--- config.mk ---
export PLATFORM = sky130hd
export DESIGN_NAME = ifd_sequencer
export DESIGN_NICKNAME = d
export VERILOG_FILES = /design/src/rtl/ifd_pkg.sv /design/src/rtl/ifd_seq_counter.sv /design/src/rtl/ifd_op_decoder.sv /design/src/rtl/ifd_sequencer.sv
export SDC_FILE = /design/constraint.sdc
export NUM_CORES = 1
export LEC_CHECK = 0
export ABC_AREA = 1
export BUFFER_PORTS_ARGS = -buffer_cell sky130_fd_sc_hd__buf_2
export CAP_MARGIN = 20
export CELL_PAD_IN_SITES_DETAIL_PLACEMENT = 2
export CELL_PAD_IN_SITES_GLOBAL_PLACEMENT = 2
export CORE_MARGIN = 1.5
export CORE_UTILIZATION = 26
export CTS_BUF_LIST = sky130_fd_sc_hd__clkbuf_4
export DETAILED_ROUTE_END_ITERATION = 12
export GPL_TIMING_DRIVEN = 0
export PLACE_DENSITY_LB_ADDON = 0.1
export SLEW_MARGIN = 20
export SYNTH_ARGS = -nofsm -noshare
export SYNTH_HDL_FRONTEND = slang
export SYNTH_SLANG_ARGS = --single-unit
export TNS_END_PERCENT = 30
--- constraint.sdc ---
create_clock -name clk -period 1.42 [get_ports clk]
set_input_delay 0.284 -clock clk [delete_from_list [all_inputs] [get_ports clk]]
set_output_delay 0.284 -clock clk [all_outputs]
set_load 0.1 [all_outputs]
--- src/rtl/ifd_pkg.sv ---
package ifd_pkg;

    // Phase of the fetch/decode schedule, derived from the step counter
    typedef enum logic [2:0] {
        PH_LOAD_AR,
        PH_READ_IR,
        PH_SPLIT,
        PH_RESOLVE,
        PH_EXEC_ENTRY,
        PH_EXEC_WAIT
    } phase_e;

    localparam int OPCODE_W = 3;

endpackage

--- src/rtl/ifd_seq_counter.sv ---
module ifd_seq_counter #(
    parameter int SC_W = 4,
    localparam int NUM_T = 1 << SC_W
) (
    input  logic             clk,
    input  logic             rst_n,
    input  logic             adv,
    input  logic             clr,
    output logic [SC_W-1:0]  sc,
    output logic [NUM_T-1:0] t_pulse
);

    always_ff @(posedge clk or negedge rst_n) begin
        if (!rst_n)
            sc <= '0;
        else if (clr)
            sc <= '0;
        else if (adv)
            sc <= sc + 1'b1;
    end

    // one-hot step decoder
    generate
        for (genvar g = 0; g < NUM_T; g++) begin : g_tdec
            assign t_pulse[g] = (sc == SC_W'(g));
        end
    endgenerate

    AST_CLEAR_TO_ZERO: assert property (@(posedge clk) disable iff (!rst_n)
        clr |=> t_pulse[0]);

    AST_HOLD_WHEN_IDLE: assert property (@(posedge clk) disable iff (!rst_n)
        (!clr && !adv) |=> $stable(t_pulse));

endmodule

--- src/rtl/ifd_op_decoder.sv ---
module ifd_op_decoder #(
    parameter int OP_W = 3,
    localparam int NUM_D = 1 << OP_W
) (
    input  logic [OP_W-1:0]  op,
    output logic [NUM_D-1:0] dec
);

    generate
        for (genvar g = 0; g < NUM_D; g++) begin : g_ddec
            assign dec[g] = (op == OP_W'(g));
        end
    endgenerate

endmodule

--- src/rtl/ifd_sequencer.sv ---
module ifd_sequencer
    import ifd_pkg::*;
#(
    parameter int ADDR_W = 12,
    parameter int SC_W = 4,
    localparam int DATA_W = ADDR_W + 1 + OPCODE_W,
    localparam int NUM_T = 1 << SC_W,
    localparam int NUM_D = 1 << OPCODE_W
) (
    input  logic              clk,
    input  logic              rst_n,
    input  logic              run_go,
    input  logic              run_halt,
    input  logic              exec_done,
    input  logic [DATA_W-1:0] mem_rdata,
    output logic [ADDR_W-1:0] mem_addr,
    output logic              run_state,
    output logic [NUM_T-1:0]  t_pulse,
    output logic [NUM_D-1:0]  op_onehot,
    output logic [DATA_W-1:0] instr_word,
    output logic [ADDR_W-1:0] pc_value,
    output logic              ind_flag,
    output logic              go_memref,
    output logic              go_regref,
    output logic              go_io
);

    localparam int I_BIT  = DATA_W - 1;
    localparam int OP_TOP = DATA_W - 2;

    logic              run_q;
    logic [ADDR_W-1:0] pc_q;
    logic [ADDR_W-1:0] ar_q;
    logic [DATA_W-1:0] ir_q;
    logic              i_q;
    logic [NUM_D-1:0]  d_q;
    logic [NUM_D-1:0]  dec_w;
    logic [SC_W-1:0]   sc;
    logic              step;
    logic              d_top;
    phase_e            phase;

    assign step  = run_q && !exec_done;
    assign d_top = d_q[NUM_D-1];

    ifd_seq_counter #(.SC_W(SC_W)) u_counter (
        .clk     (clk),
        .rst_n   (rst_n),
        .adv     (run_q),
        .clr     (exec_done),
        .sc      (sc),
        .t_pulse (t_pulse)
    );

    ifd_op_decoder #(.OP_W(OPCODE_W)) u_opdec (
        .op  (ir_q[OP_TOP -: OPCODE_W]),
        .dec (dec_w)
    );

    // phase naming of the step counter
    always_comb begin
        unique case (sc)
            SC_W'(0): phase = PH_LOAD_AR;
            SC_W'(1): phase = PH_READ_IR;
            SC_W'(2): phase = PH_SPLIT;
            SC_W'(3): phase = PH_RESOLVE;
            SC_W'(4): phase = PH_EXEC_ENTRY;
            default:  phase = PH_EXEC_WAIT;
        endcase
    end

    // state register process
    always_ff @(posedge clk or negedge rst_n) begin
        if (!rst_n) begin
            run_q <= 1'b0;
            pc_q  <= '0;
            ar_q  <= '0;
            ir_q  <= '0;
            i_q   <= 1'b0;
            d_q   <= '0;
        end else begin
            if (run_halt)
                run_q <= 1'b0;
            else if (run_go)
                run_q <= 1'b1;
            if (step) begin
                unique case (phase)
                    PH_LOAD_AR: ar_q <= pc_q;
                    PH_READ_IR: begin
                        ir_q <= mem_rdata;
                        pc_q <= pc_q + 1'b1;
                    end
                    PH_SPLIT: begin
                        ar_q <= ir_q[ADDR_W-1:0];
                        i_q  <= ir_q[I_BIT];
                        d_q  <= dec_w;
                    end
                    PH_RESOLVE: begin
                        if (!d_top && i_q)
                            ar_q <= mem_rdata[ADDR_W-1:0];
                    end
                    default: ;
                endcase
            end
        end
    end

    // output process: class strobes
    always_comb begin
        go_memref = 1'b0;
        go_regref = 1'b0;
        go_io     = 1'b0;
        if (run_q) begin
            unique case (phase)
                PH_RESOLVE: begin
                    go_regref = d_top && !i_q;
                    go_io     = d_top && i_q;
                end
                PH_EXEC_ENTRY: go_memref = !d_top;
                default: ;
            endcase
        end
    end

    assign mem_addr   = ar_q;
    assign run_state  = run_q;
    assign op_onehot  = d_q;
    assign instr_word = ir_q;
    assign pc_value   = pc_q;
    assign ind_flag   = i_q;

    AST_AR_TAKES_PC: assert property (@(posedge clk) disable iff (!rst_n)
        (run_state && !exec_done && t_pulse[0]) |=> mem_addr == $past(pc_value));

    AST_PC_ADVANCES: assert property (@(posedge clk) disable iff (!rst_n)
        (run_state && !exec_done && t_pulse[1]) |=> pc_value == $past(pc_value) + 1'b1);

    AST_IR_CAPTURE: assert property (@(posedge clk) disable iff (!rst_n)
        (run_state && !exec_done && t_pulse[1]) |=> instr_word == $past(mem_rdata));

    AST_INDIRECT_RELOAD: assert property (@(posedge clk) disable iff (!rst_n)
        (run_state && !exec_done && t_pulse[3] && !op_onehot[NUM_D-1] && ind_flag)
        |=> mem_addr == $past(mem_rdata[ADDR_W-1:0]));

    AST_ONE_CLASS: assert property (@(posedge clk) disable iff (!rst_n)
        $onehot0({go_memref, go_regref, go_io}));

    AST_STOPPED_HOLD: assert property (@(posedge clk) disable iff (!rst_n)
        !run_state |=> ($stable(pc_value) && $stable(mem_addr) && $stable(instr_word)));

    AST_HALT_WINS: assert property (@(posedge clk) disable iff (!rst_n)
        run_halt |=> !run_state);

endmodule

==> results.yml, run 1 <==
status:
  run_status: "finished with violations"
  violations: "setup timing"
placed_design:
  pre_cts_ws_ps: -922
  hpwl_um: 7740
  io_buffers: 89
  gp_congestion: 0.783
clocking:
  htreeDepth: 2
  cts_tree: "done"
  cts_made_buffers: 5
  clk_pin_slew_worst_paths_ps: 170
  cts-root-buf: "clkbuf_4"
  clock_path_buffers: 2
  clkLatencyLatePin_ps: 400
  cts_sinks: 54
routing:
  drtIter0Drc: 80
  routed_wl_um: 12800
  ant_nets: 0
  vias: 3175
  first_pass_iters: 5
  drc_errors: 0
  routedWlPerCell_um: 19.3
  viasPerCell: 4.80
layout:
  nets: 547
  fillers: 1208
  diodes: 0
  area_growth_pct: 67.4
  drive_gt1_share_pct: 45.8
critical_path:
  path_cells: "inv_4 -> ha_4 -> nand2_4 -> nand2_4 -> nand2_4 -> buf_8 -> nand2_4 -> nor4_4 -> buf_6"
  path_class: "flip-flop to primary output"
  cp-end-kind: "primary output"
  reg2reg_from: "u_counter.sc[0]"
  crit_path_end: "go_regref"
  r2r_end: "mem_addr[9]"
  start_kind: "flip-flop"
  reg2reg_depth: 13
  max_stage_delay_ps: 510
  critPathSlowestCell: "dfrtp_2"
  cp_max_fo: 4
  startpoint: "u_counter.sc[1]"
  worstPathRequired_ps: 1140
  crit_arrival_ps: 2050
  r2r_slack_ps: -640
  cpMostUsedCell: "nand2_4"
timing:
  period_needed_ps: 2340
  hold_viol_final: 0
  finalClockSkew_ps: 9.29
  setup_ws_ps: -917
  slew_headroom_pct: 49.0
  holdWs_ps: 14.9
  setup_violations: 70
  fmax_mhz: 428
  tightest_slew_ps: 765
  grt_setup_unrepaired: "yes"
  slew_viol_final: 0
  period_share_pct: 165
logic_synthesis:
  ys_seq_area_share_pct: 45.5
  syn_area_sq_um: 2970
  yosysTopAreaCell: "dfrtp_1"
  ys.warnings.count: 0
  synth_nets: 420
  syn_area_per_cell_sq_um: 7.53
  synth_seq_cells: 54
  netlist.area_leader.share_pct: 45.5
  synthCells: 394
  synth_cell_type_count: 28
  yosys-top-cells-area: "dfrtp_1, nand2_1, inv_1, nor2_1, nand3_1"
pwr:
  power.density_nw_per_um2: 1920
  p_leak_nw: 2.35
  irDropWorstVdd_uv: 1350
die:
  die_h_um: 110
  dieWidth_um: 110
  core_sq_um: 11000
  num_rows: 38
  initial_core_util_pct: 27.0
  io_pins: 90
  die-area_sq_um: 12100
global_route:
  grt_usage_pct: 20.2
  grt_max_degree: 55
  antenna_found_initial: 0
  grt_pass1_vias: 3442
  grt_overflow: 0
  grt_pass1_wl_um: 18600
job:
  cap_violations: 0
min_path:
  hp-start: "run_halt"
  min_path_type: "input port to flip-flop"
==> registers in the layout, summed over array words and instances, names as in the netlist <==
signal,count
ind_flag,1
instr_word,16
mem_addr,12
op_onehot,8
pc_value,12
run_state,1
u_counter.sc,4
==> critical path: cells and delay by family (launching register included) <==
family	cells	cell delay, ps
fa+ha+maj	1	190
buf+inv	3	450
flops	1	510
simple gates	5	500
==> stage by stage <==
step	power [mW]	cell area, sq um	std cells	TNS (ps)	util (%)
after floorplan	6.60	3140	394	-28770	-
after global placement	7.53	3760	623	-33520	34.2
after detailed placement	7.62	3760	623	-30890	34.2
after CTS	9.23	4630	652	-28680	42.1
after global routing	9.99	4970	662	-45940	45.2
final	9.55	4970	662	-40560	45.2
==> cell usage after synthesis (all sizes together) <==
cell type and n:
inv 54, nor3 7, o21ai 34, nor4 2
nor2 49, a22o 1, a21oi 3, buf 13
ha 5, xnor2 1, dfrtp 54, nand3 31
o21a 1, o211ai 1, xor2 9, nand2 116
nand4 12, clkbuf 1
==> routing by layer <==
metal / up-vias / wire, um / track usage [%]
met3: 25 / 405 / 2.67
met2: 79 / 6480 / 34.9
li1: 1489 / - / -
met5: - / 0 / 0
met4: 0 / 409 / 4.73
met1: 1582 / 5450 / 26.8
==> cell families (layout without fill, tap and decap cells) <==
kind of cell | count (synthesis) | count (layout) | share of synthesized area (%)
compound gates | 40 | 40 | 7.46
xor+xnor | 10 | 10 | 3.20
fa+ha+maj | 5 | 5 | 2.11
buf+inv | 68 | 196 | 10.1
flops | 54 | 54 | 45.5
simple gates | 217 | 217 | 31.6
==> layout by cell type (no fill, tap or decap), drive strengths merged, types with 2 or more instances in the layout <==
cell type  synthesis  layout
buf               13     133
clkbuf             1       6
nor2              49      49
inv               54      53
nand2            116     116
xor2               9       9
nand4             12      12
o21ai             34      34
nor3               7       7
dfrtp             54      54
a21oi              3       3
nand3             31      31
ha                 5       5
nor4               2       2
clkinvlp           0       2
==> layout make-up <==
cell class / instances / area (sq um) / area share, %
Sequential cell: 54 / 1380 / 27.8
Clock inverter: 2 / 37.5 / 0.755
Inverter: 54 / 224 / 4.51
Timing Repair Buffer: 120 / 1270 / 25.6
Buffer: 14 / 144 / 2.90
Multi-Input combinational cell: 272 / 1690 / 34.1
Tap cell: 140 / 175 / 3.53
Clock buffer: 6 / 45.0 / 0.907
==> worst min-delay path by stage <==
| stage | endpoint | slack (ps) | depth (start not counted) |
|---|---|---|---|
| 6_report | run_state | 10 | 2 |
| 3_5_place_dp | op_onehot[1] | 400 | 1 |
| 3_3_place_gp | run_state | 430 | 2 |
| 5_1_grt | run_state | -4 | 2 |
| 4_1_cts | run_state | 0.8 | 2 |
| 2_1_floorplan | ind_flag | -10 | 0 |
==> power by group <==
part	total [mW]	internal [mW]	leakage, nW	switching [mW]
combinational	6.02	1.44	1.65	4.58
sequential	2.57	2.01	0.666	0.564
clock	0.952	0.391	0.0419	0.561
==> repair_timing <==
item / 4_1_cts / 5_1_grt
resized for setup: 191 / 80
gates cloned: 2 / 0
endpoints found under the hold margin: 54 / 0
setup buffers: 18 / 12
pin swaps: 13 / 22
hold buffers: 1 / 0
endpoints found under the setup margin: 119 / 89
(Power assumes the default switching activity.)
==> run 2, diff against run 1 <==
Settings changed: CORE_UTILIZATION 26 to 29.
Clock period 1.42 ns to 2.3 ns, I/O delays scaled along.
==> results.yml, run 2 (synthesis results as in run 1) <==
global_route:
  grtUsageMet2_pct: 34.8
  use_met1_pct: 26.0
  grt_pass1_vias: 3242
  antenna_found_initial: 0
  grt_pass1_wl_um: 17200
  use_met3_pct: 2.76
  grt_overflow: 0
  grt_usage_pct: 19.8
  gr-max-usage-layer: "met2"
  grt_max_degree: 55
clocking:
  clk_pin_slew_worst_paths_ps: 180
  clock_path_buffers: 2
  cts_tree: "done"
  cts_hold_buf: 0
  clkLatencyLatePin_ps: 400
  cts_made_buffers: 5
  cts-root-buf: "clkbuf_4"
  htreeDepth: 2
  cts_sinks: 54
pwr:
  power_frac_seq_pct: 28.5
  switching_share_pct: 63.3
  pwr-share-comb_pct: 60.4
  p_leak_nw: 2.13
  irDropWorstVdd_uv: 578
  p_switching_mw: 3.33
  power.density_nw_per_um2: 1320
  finalPower_mw: 5.26
  intPower_mw: 1.93
  clockPowerShare_pct: 11.1
routing:
  viasPerCell: 4.67
  ant_nets: 0
  drtIter0Drc: 59
  routed_wl_um: 10400
  routedWlPerCell_um: 16.3
  vias: 2967
  first_pass_iters: 4
  drc_errors: 0
placed_design:
  place_area_sq_um: 3650
  hpwl_um: 7520
  placedCellCount: 616
  pre_cts_ws_ps: -145
  gp_congestion: 0.815
  io_buffers: 89
critical_path:
  cp-end-kind: "primary output"
  startpoint: "u_counter.sc[0]"
  reg2reg_from: "u_counter.sc[1]"
  reg2reg_depth: 10
  cpMostUsedCell: "inv_2"
  path_cells: "inv_2 -> ha_4 -> o21ai_4 -> inv_2 -> buf_8 -> nand2_4 -> nor4_4 -> buf_6"
  cp_max_fo: 4
  critPathSlowestCell: "dfrtp_2"
  crit_arrival_ps: 1920
  crit_path_end: "go_regref"
  worstPathRequired_ps: 1840
  r2r_end: "mem_addr[11]"
  path_class: "flip-flop to primary output"
  r2r_slack_ps: 210
  start_kind: "flip-flop"
  max_stage_delay_ps: 470
min_path:
  min_path_type: "input port to asynchronous set/reset pin"
layout:
  final_cell_mix: "nand2_1, buf_2, inv_1"
  stdcell_count: 636
  multiInputGateArea_sq_um: 1450
  area.sequential_sq_um: 1360
  drive_gt1_share_pct: 31.4
  diodes: 0
  final_util_pct: 40.3
  final_area_sq_um: 3980
  final_common_cell: "nand2_1"
  nets: 528
  largest_reg_flops: 16
  fillers: 1189
  area_growth_pct: 34.1
timing:
  setup_ws_ps: -76.8
  setup_violations: 2
  grt_setup_unrepaired: "yes"
  period_needed_ps: 2380
  slew_viol_final: 0
  holdWs_ps: 95.2
  setup_tns_ps: -143
  finalClockSkew_ps: 11.4
  tightest_slew_ps: 721
  hold_viol_final: 0
  period_share_pct: 103
  fmax_mhz: 421
  slew_headroom_pct: 52.0
status:
  run_status: "finished with violations"
  violations: "setup timing"
die:
  dieWidth_um: 104
  core_sq_um: 9860
  die-area_sq_um: 10900
  die_h_um: 104
  initial_core_util_pct: 30.1
  num_rows: 36
  io_pins: 90
job:
  cap_violations: 0
[run 2: changes by cell type in the layout (fill, tap and decap cells not counted), sizes merged]
| cell | delta |
|---|---|
| inv | +2 |
| buf | -26 |
| clkinv | +1 |
| clkbuf | +7 |
| dlygate4sd3 | -1 |
| clkinvlp | -2 |
[run 2: cell type report]
class                   instances  area share (%)
multi-input cells             272            36.4
plain buffers                  13            2.48
inverters                      54            5.09
repair buffers                102            15.7
flip-flops and latches         54            34.1
clock buffers                   5           0.943
clock inverters                 3            1.10
well taps                     133            4.18
[run 2: routing by layer]
metal / up-vias / part of all wire [%]
met5: - / 0
met2: 65 / 48
met1: 1447 / 48
met3: 8 / 3.1
li1: 1447 / -
met4: 0 / 0.79
[run 2: worst min-delay path by stage]
stage                            start              end  depth (start not counted)
after CTS                        rst_n  u_counter.sc[3]                          1
after floorplan                  rst_n         ind_flag                          0
final                            rst_n  u_counter.sc[3]                          1
after global routing             rst_n    instr_word[1]                          1
after detailed placement   mem_addr[0]      mem_addr[0]                          2
after global placement    mem_addr[11]     mem_addr[11]                          2
[run 2: repair_timing]
| action | CTS | global route |
|---|---|---|
| endpoints found under the hold margin | 0 | 0 |
| endpoints found under the setup margin | 14 | 15 |
| buffers inserted | 10 | 3 |
| resized for setup | 31 | 15 |
| pin swaps | 4 | 0 |
[run 2: power groups by stage]
stage | clock, mW | sequential [mW] | combinational [mW]
floorplan | 0 | 3.45 | 0.609
global placement | 0 | 1.52 | 3.10
detailed placement | 0 | 1.53 | 3.15
CTS | 0.599 | 1.52 | 3.19
global route | 0.634 | 1.56 | 3.33
finish | 0.584 | 1.50 | 3.18
[run 2: critical path: cells and delay by family, from the launching register on]
kind	cells	cell delay (ps)
buffers and inverters	4	540
DFF	1	470
and+or+nand+nor	2	220
adders and majority gates	1	190
AOI/OAI and AO/OA	1	80
==> run 3, diff against run 2 <==
Settings changed: REMOVE_ABC_BUFFERS set to 1.
==> results.yml, run 3 (synthesis results as in run 1) <==
critical_path:
  critPathSlowestCell: "dfrtp_2"
  cp_max_fo: 5
  critical_path.top_delay_family: "simple AND/OR/NAND/NOR gates"
  r2r_slack_ps: 120
  cpMostUsedCell: "nand2_4"
  r2r_end: "mem_addr[5]"
  path_cells: "ha_4 -> nand2_4 -> nand2_4 -> nand2_8 -> nand2_4 -> nor4_4 -> buf_6"
  startpoint: "u_counter.sc[1]"
  critical_path_cell_count: 7
  start_kind: "flip-flop"
  crit_buf_inv: 1
  worstPathRequired_ps: 1840
  cp-end-kind: "primary output"
  reg2reg_depth: 9
  path_class: "flip-flop to primary output"
  max_stage_delay_ps: 510
  crit_arrival_ps: 1900
  crit_path_end: "go_io"
  reg2reg_from: "u_counter.sc[0]"
routing:
  drc_errors: 0
  routed_wl_um: 10600
  routedWlPerCell_um: 16.7
  vias: 2974
  drtIter0Drc: 71
  first_pass_iters: 4
  viasPerCell: 4.71
  ant_nets: 0
pwr:
  pwr-share-comb_pct: 61.7
  clockPowerShare_pct: 9.2
  power_frac_seq_pct: 29.0
  switching_share_pct: 64.4
  p_switching_mw: 3.32
  p_leak_nw: 2.08
  finalPower_mw: 5.15
  intPower_mw: 1.83
  power.density_nw_per_um2: 1310
  irDropWorstVdd_uv: 609
clocking:
  clk_pin_slew_worst_paths_ps: 160
  cts_hold_buf: 0
  cts_tree: "done"
  cts_made_buffers: 5
  clock_path_buffers: 2
  cts-root-buf: "clkbuf_4"
  clkLatencyLatePin_ps: 380
  cts_sinks: 54
  htreeDepth: 2
die:
  core_sq_um: 9860
  initial_core_util_pct: 30.1
  dieWidth_um: 104
  die-area_sq_um: 10900
  io_pins: 90
  num_rows: 36
  die_h_um: 104
global_route:
  antenna_found_initial: 0
  grt_overflow: 0
  grt_pass1_wl_um: 17200
  grt_usage_pct: 19.7
  grt_pass1_vias: 3203
  grt_max_degree: 55
timing:
  fmax_mhz: 423
  hold_viol_final: 0
  slew_viol_final: 0
  tightest_slew_ps: 749
  period_needed_ps: 2360
  setup_violations: 4
  finalClockSkew_ps: 10.3
  period_share_pct: 103
  slew_headroom_pct: 50.1
  grt_setup_unrepaired: "yes"
  setup_ws_ps: -62.8
placed_design:
  hpwl_um: 6760
  placedCellCount: 602
  gp_congestion: 0.738
  io_buffers: 89
layout:
  area_growth_pct: 32.3
  diodes: 0
  final_cell_mix: "nand2_1, buf_2, dfrtp_1"
  nets: 523
  final_common_cell: "nand2_1"
  stdcell_count: 631
  drive_gt1_share_pct: 30.1
  largest_reg_flops: 16
status:
  run_status: "finished with violations"
  violations: "setup timing"
min_path:
  min_path_type: "input port to asynchronous set/reset pin"
job:
  cap_violations: 0
[run 3: cell types whose count changed in the layout (fill, tap and decap cells not counted), moves of 2 or more]
cell      previous run  this run
buf_8                2         0
ha_2                 2         0
buf_6                9         3
buf_2               74        69
ha_4                 2         4
dfrtp_1             48        51
buf_4               22        27
dfrtp_2              6         3
nor2_4               3         5
clkbuf_4            12        14
[run 3: per-stage QoR]
stage	worst slack (ps)	hold WS, ps	TNS [ps]	util, %	cell area, sq um
floorplan	-2210	164	-10460	-	2870
global placement	-709	449	-10510	35.3	3480
detailed placement	-695	458	-13750	35.3	3490
CTS	-127	131	-252	38.4	3780
global route	-153	157	-520	39.8	3930
finish	-62.8	119	-153	39.8	3930
[run 3: area by class of cell]
| class | instances | area (sq um) |
|---|---|---|
| fill | 1174 | 5940 |
| multi-input combinational | 275 | 1490 |
| sequential | 54 | 1360 |
| timing repair buffer | 107 | 642 |
| inverter | 54 | 210 |
| tap | 133 | 166 |
| clock buffer | 6 | 45.0 |
| clock inverter | 2 | 16.3 |
[run 3: layer usage]
layer,GRT usage (%),vias up,part of all wire [%]
li1,-,1452,-
met1,27.1,1445,48
met2,33.4,67,48
met3,2.51,10,3.4
met4,3.27,0,0.88
met5,0,-,0
[run 3: power groups by stage]
stage / logic (mW) / registers (mW) / clock network, mW
2_1_floorplan: 0.572 / 3.44 / 0
3_3_place_gp: 3.06 / 1.50 / 0
3_5_place_dp: 3.10 / 1.52 / 0
4_1_cts: 3.16 / 1.50 / 0.497
5_1_grt: 3.35 / 1.55 / 0.521
6_report: 3.18 / 1.49 / 0.476
[run 3: worst reg2reg max path, cell delays in order, from the launching register on]
cell	delay, ps
dfrtp_2	460
buf_4	150
ha_4	180
o21ai_4	250
nand2_8	80
buf_4	200
o211ai_2	260
nand2_2	300
nand2_1	140
nand2_1	70
[run 3: worst min path at each step]
stage / startpoint / to / cells after the start
2_1_floorplan: rst_n / ind_flag / 0
5_1_grt: rst_n / instr_word[9] / 1
4_1_cts: rst_n / instr_word[9] / 1
6_report: rst_n / u_counter.sc[3] / 1
3_3_place_gp: mem_addr[10] / mem_addr[10] / 2
3_5_place_dp: mem_addr[10] / mem_addr[10] / 2
[run 3: timing repair]
action                     4_1_cts  5_1_grt
gates cloned                     3        0
resized for setup               35       22
buffers inserted                13        5
pin swaps                        5        7
setup endpoints to repair       61       36
